$ cat src/rtl/capbank_pkg.sv
package capbank_pkg;

  // Strobes from the control to the datapath for one evaluation edge
  typedef struct packed {
    logic switchIn;
    logic switchOut;
    logic setSat;
    logic clrSat;
  } capStrobe_t;

  // Decision inputs from the datapath to the control
  typedef struct packed {
    logic wantIn;
    logic wantOut;
    logic haveIn;
    logic haveOut;
  } capStatus_t;

endpackage

$ cat src/rtl/capbank_dp.sv
module capbank_dp
  import capbank_pkg::*;
#(
  parameter int NUM_GROUPS = 6,
  parameter int Q_W        = 16,
  parameter int QG_W       = 16,
  parameter int PCT_W      = 8
) (
  input  logic                         clk,
  input  logic                         rstN,
  input  logic signed [Q_W-1:0]        qMeas,
  input  logic [NUM_GROUPS*QG_W-1:0]   groupKvar,
  input  logic [PCT_W-1:0]             setPct,
  input  logic [NUM_GROUPS-1:0]        groupEn,
  input  capStrobe_t                   strobe,
  output capStatus_t                   status,
  output logic [NUM_GROUPS-1:0]        contactor
);

  localparam int PROD_W = Q_W + QG_W + PCT_W + 4;
  localparam int DIFF_W = ((Q_W > QG_W) ? Q_W : QG_W) + 2;
  localparam logic signed [PROD_W-1:0] HUNDRED = 100;
  localparam logic signed [PROD_W-1:0] SIXTY   = 60;

  logic [NUM_GROUPS-1:0] state;

  // Threshold comparison on values scaled by 100, no divider needed
  logic signed [PROD_W-1:0] qExt, q1Ext, pctExt, qScaled, upperLim, lowerLim;

  assign qExt     = {{(PROD_W-Q_W){qMeas[Q_W-1]}}, qMeas};
  assign q1Ext    = {{(PROD_W-QG_W){1'b0}}, groupKvar[QG_W-1:0]};
  assign pctExt   = {{(PROD_W-PCT_W){1'b0}}, setPct};
  assign qScaled  = qExt * HUNDRED;
  assign upperLim = (pctExt + SIXTY) * q1Ext;
  assign lowerLim = (pctExt - SIXTY) * q1Ext;

  logic qPos, qNeg;
  assign qNeg = qMeas[Q_W-1];
  assign qPos = !qNeg && (qMeas != '0);

  // Fit distances for each group
  function automatic logic [DIFF_W-1:0] magOf(input logic signed [DIFF_W-1:0] v);
    return v[DIFF_W-1] ? DIFF_W'(-v) : DIFF_W'(v);
  endfunction

  logic signed [DIFF_W-1:0] qSx, qAbsX;
  assign qSx   = {{(DIFF_W-Q_W){qMeas[Q_W-1]}}, qMeas};
  assign qAbsX = qNeg ? -qSx : qSx;

  logic [DIFF_W-1:0]     dIn  [NUM_GROUPS];
  logic [DIFF_W-1:0]     dOut [NUM_GROUPS];
  logic [NUM_GROUPS-1:0] candIn, candOut;

  for (genvar n = 0; n < NUM_GROUPS; n++) begin : g_fit
    logic signed [DIFF_W-1:0] gPow;
    assign gPow       = {{(DIFF_W-QG_W){1'b0}}, groupKvar[n*QG_W +: QG_W]};
    assign dIn[n]     = magOf(gPow - qSx);
    assign dOut[n]    = magOf(gPow - qAbsX);
    assign candIn[n]  = !state[n] && groupEn[n];
    assign candOut[n] = state[n] && groupEn[n];
  end

  // Linear minimum search; strict compare keeps the lowest index on ties
  logic [NUM_GROUPS-1:0] pickIn, pickOut;
  logic [DIFF_W-1:0]     bestIn, bestOut;
  logic                  foundIn, foundOut;

  always_comb begin
    pickIn   = '0;
    pickOut  = '0;
    bestIn   = '0;
    bestOut  = '0;
    foundIn  = 1'b0;
    foundOut = 1'b0;
    for (int n = 0; n < NUM_GROUPS; n++) begin
      if (candIn[n] && (!foundIn || dIn[n] < bestIn)) begin
        pickIn    = '0;
        pickIn[n] = 1'b1;
        bestIn    = dIn[n];
        foundIn   = 1'b1;
      end
      if (candOut[n] && (!foundOut || dOut[n] < bestOut)) begin
        pickOut    = '0;
        pickOut[n] = 1'b1;
        bestOut    = dOut[n];
        foundOut   = 1'b1;
      end
    end
  end

  assign status.wantIn  = qPos && (qScaled > upperLim);
  assign status.wantOut = qNeg && (qScaled < lowerLim);
  assign status.haveIn  = foundIn;
  assign status.haveOut = foundOut;

  // Contactor state; the enable mask is applied on every edge
  always_ff @(posedge clk) begin
    if (!rstN) begin
      state <= '0;
    end else begin
      state <= (state | (strobe.switchIn ? pickIn : '0))
             & ~(strobe.switchOut ? pickOut : '0)
             & groupEn;
    end
  end

  assign contactor = state;

  // at most one enabled group changes per edge
  a_r6_single_change: assert property (@(posedge clk) disable iff (!rstN)
    $countones((state ^ $past(state)) & $past(groupEn)) <= 1);

  // nothing stays on whose enable was low at the previous edge
  a_r8_disabled_off: assert property (@(posedge clk) disable iff (!rstN)
    (state & ~$past(groupEn)) == '0);

  // a connection strobe turns on exactly one previously-off group
  a_r4_one_added: assert property (@(posedge clk) disable iff (!rstN)
    strobe.switchIn |=> $countones(state & ~$past(state)) == 1);

  // a release strobe leaves no new group connected
  a_r5_none_added: assert property (@(posedge clk) disable iff (!rstN)
    strobe.switchOut |=> (state & ~$past(state)) == '0);

endmodule

$ cat src/rtl/capbank_ctl.sv
module capbank_ctl
  import capbank_pkg::*;
#(
  parameter int DLY_W    = 16,
  parameter int TICK_DIV = 1000
) (
  input  logic             clk,
  input  logic             rstN,
  input  logic             qValid,
  input  logic [DLY_W-1:0] holdTicks,
  input  capStatus_t       status,
  output capStrobe_t       strobe,
  output logic             satFlag
);

  localparam int DIV_W = (TICK_DIV > 1) ? $clog2(TICK_DIV) : 1;
  localparam logic [DIV_W-1:0] DIV_LAST = DIV_W'(TICK_DIV - 1);

  logic [DIV_W-1:0] prescale;
  logic [DLY_W-1:0] holdCnt;
  logic             ready, evalNow, acted, tick;

  assign ready   = (holdCnt == '0);
  assign evalNow = qValid && ready;
  assign tick    = (prescale == DIV_LAST);

  assign strobe.switchIn  = evalNow && status.wantIn  && status.haveIn;
  assign strobe.switchOut = evalNow && status.wantOut && status.haveOut;
  assign strobe.setSat    = evalNow && ((status.wantIn  && !status.haveIn) ||
                                        (status.wantOut && !status.haveOut));
  assign strobe.clrSat    = evalNow && !strobe.setSat;
  assign acted            = strobe.switchIn || strobe.switchOut;

  // Prescaler realigns on every action so the wait is exact
  always_ff @(posedge clk) begin
    if (!rstN) begin
      prescale <= '0;
      holdCnt  <= '0;
      satFlag  <= 1'b0;
    end else begin
      if (acted || tick) prescale <= '0;
      else               prescale <= prescale + 1'b1;

      if (acted)                       holdCnt <= holdTicks;
      else if (tick && holdCnt != '0)  holdCnt <= holdCnt - 1'b1;

      if (strobe.setSat)      satFlag <= 1'b1;
      else if (strobe.clrSat) satFlag <= 1'b0;
    end
  end

  // a nonzero wait blocks evaluation on the edge after an action
  a_r7_hold_after_switch: assert property (@(posedge clk) disable iff (!rstN)
    (acted && holdTicks != '0) |=> !ready);

  // the flag only rises from an evaluated sample
  a_r9_sat_from_eval: assert property (@(posedge clk) disable iff (!rstN)
    $rose(satFlag) |-> $past(qValid));

  // without a valid strobe no action is taken
  a_r10_no_act_idle: assert property (@(posedge clk) disable iff (!rstN)
    !qValid |-> !acted);

endmodule

$ cat src/rtl/capbank_switch_ctrl.sv
module capbank_switch_ctrl
  import capbank_pkg::*;
#(
  parameter int NUM_GROUPS = 6,
  parameter int Q_W        = 16,
  parameter int QG_W       = 16,
  parameter int PCT_W      = 8,
  parameter int DLY_W      = 16,
  parameter int TICK_DIV   = 1000
) (
  input  logic                       clk,
  input  logic                       rstN,
  input  logic                       qValid,
  input  logic signed [Q_W-1:0]      qMeas,
  input  logic [NUM_GROUPS*QG_W-1:0] groupKvar,
  input  logic [PCT_W-1:0]           setPct,
  input  logic [DLY_W-1:0]           holdTicks,
  input  logic [NUM_GROUPS-1:0]      groupEn,
  output logic [NUM_GROUPS-1:0]      contactor,
  output logic                       satFlag
);

  capStrobe_t strobe;
  capStatus_t status;

  capbank_dp #(
    .NUM_GROUPS(NUM_GROUPS), .Q_W(Q_W), .QG_W(QG_W), .PCT_W(PCT_W)
  ) u_dp (
    .clk(clk), .rstN(rstN), .qMeas(qMeas), .groupKvar(groupKvar),
    .setPct(setPct), .groupEn(groupEn), .strobe(strobe),
    .status(status), .contactor(contactor)
  );

  capbank_ctl #(
    .DLY_W(DLY_W), .TICK_DIV(TICK_DIV)
  ) u_ctl (
    .clk(clk), .rstN(rstN), .qValid(qValid), .holdTicks(holdTicks),
    .status(status), .strobe(strobe), .satFlag(satFlag)
  );

  // a sample inside the band only sees forced releases
  a_r3_in_band: assert property (@(posedge clk) disable iff (!rstN)
    (qValid && !status.wantIn && !status.wantOut)
      |=> contactor == ($past(contactor) & $past(groupEn)));

  // saturation is reported with the contactors held
  a_r9_sat_holds: assert property (@(posedge clk) disable iff (!rstN)
    $rose(satFlag) |-> contactor == ($past(contactor) & $past(groupEn)));

endmodule

$ cat config.mk
export PLATFORM = sky130hd
export DESIGN_NAME = capbank_switch_ctrl
export DESIGN_NICKNAME = d
export VERILOG_FILES = /design/src/rtl/capbank_pkg.sv /design/src/rtl/capbank_dp.sv /design/src/rtl/capbank_ctl.sv /design/src/rtl/capbank_switch_ctrl.sv
export SDC_FILE = /design/constraint.sdc
export NUM_CORES = 2
export LEC_CHECK = 0
export BUFFER_PORTS_ARGS = -buffer_cell sky130_fd_sc_hd__buf_2
export CORE_MARGIN = 5
export CORE_UTILIZATION = 55
export DETAILED_ROUTE_END_ITERATION = 10
export PLACE_DENSITY = 0.69
export SLEW_MARGIN = 20
export SYNTH_ARGS = -nofsm -noshare
export SYNTH_HDL_FRONTEND = slang
export SYNTH_SLANG_ARGS = --single-unit
$ cat constraint.sdc
create_clock -name clk -period 38.8 [get_ports clk]
set_input_delay 1.94 -clock clk [delete_from_list [all_inputs] [get_ports clk]]
set_output_delay 1.94 -clock clk [all_outputs]
set_load 0.005 [all_outputs]
==> flow_summary.ini <==
[yosys]
yosys.area.top_type = ha_1
synthTopCellsByArea = ha_1, fa_1, xnor2_1
yosysWarnings = 0
syn_inst = 4641
async_flop_share = 0
syn_nets = 5596
ys.flop_type = dfxtp_1
yosysSeqAreaShare = 0.0188
netlist.area_leader.share = 0.210
syn_area_um2 = 35100
synth_seq_cells = 33
synth_edf_count = 0
yosysUniqueCellTypes = 105
syn-mean-instance-area_um2 = 7.56

[worst_hold_path]
hold_path.startpoint = u_ctl.prescale[0]
hold_path_class = reg2reg
hold-path-cell-count = 1
hold_end = u_ctl.prescale[0]

[cells_and_area]
n_fill_cell = 6116
postLayoutCoreUtil = 0.585
fin_area_um2 = 36900
layoutNonFillerInstCount = 5559
syn2layout_area_growth_pct = 5.29
final_layout_size_suffix_gt1_frac = 0.0649
layout_commonest_cell = ha_1
final_cell_mix = ha_1, inv_1, nand2_1, xnor2_1, nor2_1
nNetsFinal = 5657

[sta]
setup_viol = 0
finalCriticalPeriod_ns = 19.79
relSlewSlack = 0.278
tightest_slew_ns = 1.07
setup_tns_ns = 0
final.setup_skew_ns = 0.00911
fmaxAchievable_mhz = 50.5
maxSlewViolCount = 0
fin_crit_sh = 0.510
hold_violations = 0
rsz0062_at_grt = false
hold-worst-slack_ns = 0.447

[clock_tree]
ctsResizeCount = 0
h-tree-depth = 2
clk_pin_slew_worst_paths_ns = 0.07
worstSkewPairLatency_ns = 0.30
post-cts-setup-buffer-count = 0
cts_sinks = 33
cts_buffers = 5
cts_tree = done
holdBufCountCts = 0
cts-root-buf = clkbuf_16
cts-root-to-sink-buffers = 2

[worst_setup_path]
crit_arrival_ns = 20.02
worstSetupPathType = in2reg
r2r_slack_ns = 24.17
end_kind = flop
cp_max_fo = 29
required_ns = 39.03
worstRegToRegCells = 65
reg2reg_from = u_dp.contactor[0]
cp_common_cell = a21o_1
startpoint_type = primary input
worst_path_max_delay_cell = xnor2_2
cpPeakStageDelay_ns = 0.81
r2r-end = u_dp.contactor[0]

[placement]
dp_hpwl_um = 101000
globalplace.congestion = 1.07
io_buffers = 151
dp_cells = 5541
placed_cell_area_um2 = 36700

[global_routing]
grt_pass1_vias = 33100
grt_pass1_wl_um = 185000
track_usage = 0.332
grt_max_degree = 34
antenna_found_initial = 14
grt_overflow = 0

[floorplan]
die_x_um = 263
die_y_um = 263
io-pin-count = 152
start_util = 0.556
dieArea_um2 = 68900
core.rowCount = 92
core_um2 = 63100

[pwr]
power.leakage_nw = 17.5
power_density_nw_per_um2 = 53.2
ir_drop_mv = 0.0631

[status]
status = finished clean

[routing]
drc = 0
routed_wl_um = 120000
vias_per_cell = 6.17
initialDrtViolationCount = 2610
wl_per_cell_um = 21.6
vias = 34300
firstDrtPassIters = 6
ant_nets = 0

[job]
maxCapViolations = 0
-- logic make-up (layout without fill, tap and decap cells) --
logic type | count (synthesis) | in the layout | share of synthesized area
compound gates | 1119 | 1119 | 0.214
xor+xnor | 497 | 497 | 0.127
fa+ha+maj | 836 | 836 | 0.344
buf+inv | 622 | 684 | 0.0674
flops | 33 | 33 | 0.0188
mux | 48 | 48 | 0.0142
other cells | 0 | 10 | 0
simple gates | 1486 | 1486 | 0.215
-- registers in the layout (all words and copies together) (netlist names) --
register        flops
u_ctl.holdCnt      16
u_ctl.prescale     10
u_dp.contactor      6
u_ctl.satFlag       1
-- metal layers --
metal  wire length (µm)  GRT usage  up-vias  part of all wire
li1                   -          -    16400                 -
met1              47400      0.400    16100              0.40
met2              55200      0.568     1368              0.46
met3               8030     0.0416      371             0.067
met4               9150      0.197       12             0.076
met5                 78          0        -           0.00065
-- power breakdown --
group          switching [mW]  total (mW)  internal (mW)
combinational            1.08        1.88          0.804
sequential            0.00320      0.0405         0.0373
clock                  0.0188      0.0424         0.0236
-- Yosys cell counts, types with 15 or more instances --
| cell | number |
|---|---|
| nand3b_1 | 19 |
| o211ai_1 | 45 |
| nor4_1 | 31 |
| a211o_1 | 24 |
| fa_1 | 222 |
| a22oi_1 | 20 |
| o21bai_1 | 27 |
| dfxtp_1 | 33 |
| nand2b_1 | 109 |
| a21o_1 | 171 |
| nor3b_1 | 19 |
| a211oi_1 | 45 |
| nand3_1 | 77 |
| o221ai_1 | 16 |
| a21oi_1 | 237 |
| a31oi_1 | 36 |
| nor3_1 | 80 |
| maj3_1 | 22 |
| a21boi_0 | 25 |
| nor2b_1 | 89 |
| o22ai_1 | 20 |
| o21a_1 | 49 |
| buf_2 | 18 |
| xnor2_1 | 361 |
| a2111oi_0 | 16 |
| o2111ai_1 | 15 |
| o21ai_0 | 219 |
| ha_1 | 588 |
| clkbuf_1 | 114 |
| or3_1 | 41 |
| nor2_1 | 334 |
| o31ai_1 | 29 |
| and2_1 | 124 |
| and3_1 | 30 |
| or2_2 | 25 |
| xor2_1 | 127 |
| nand2_1 | 380 |
| mux2i_1 | 34 |
| nand4_1 | 66 |
| inv_1 | 473 |
-- area by class of cell --
class                   count  area, µm²  area share
multi-input cells        3986      32100       0.870
flip-flops and latches     33        661      0.0179
well taps                 846       1060      0.0287
repair buffers            201       1130      0.0306
inverters                 475       1780      0.0483
clock buffers               5        125     0.00339
clock inverters             3       17.5    0.000474
diodes                     10       25.0    0.000678
-- worst max path at each step --
stage                     cells past startpoint                 to  startpoint
after floorplan                              77  u_dp.contactor[2]   qMeas[15]
after global placement                       78  u_dp.contactor[0]    qMeas[1]
after detailed placement                     78  u_dp.contactor[0]    qMeas[1]
after CTS                                    78  u_dp.contactor[0]    qMeas[1]
after global routing                         79  u_dp.contactor[0]    qMeas[1]
final                                        75  u_dp.contactor[0]    qMeas[1]
-- through the flow --
| stage | power (mW) | worst slack [ns] |
|---|---|---|
| detailed placement | 1.89 | 18.89 |
| finish | 1.96 | 19.01 |
| floorplan | 1.45 | 21.62 |
| global route | 2.20 | 17.88 |
| CTS | 1.95 | 19.16 |
| global placement | 1.86 | 18.91 |
-- critical path, delay by kind of cell --
kind / cells / cell delay [ns]
adders and majority gates: 6 / 2.02
and+or+nand+nor: 17 / 4.30
AOI/OAI and AO/OA: 45 / 9.16
buffers and inverters: 5 / 1.53
xor gates and xnor gates: 2 / 1.02
No activity file was read; power rests on OpenSTA's default activity.
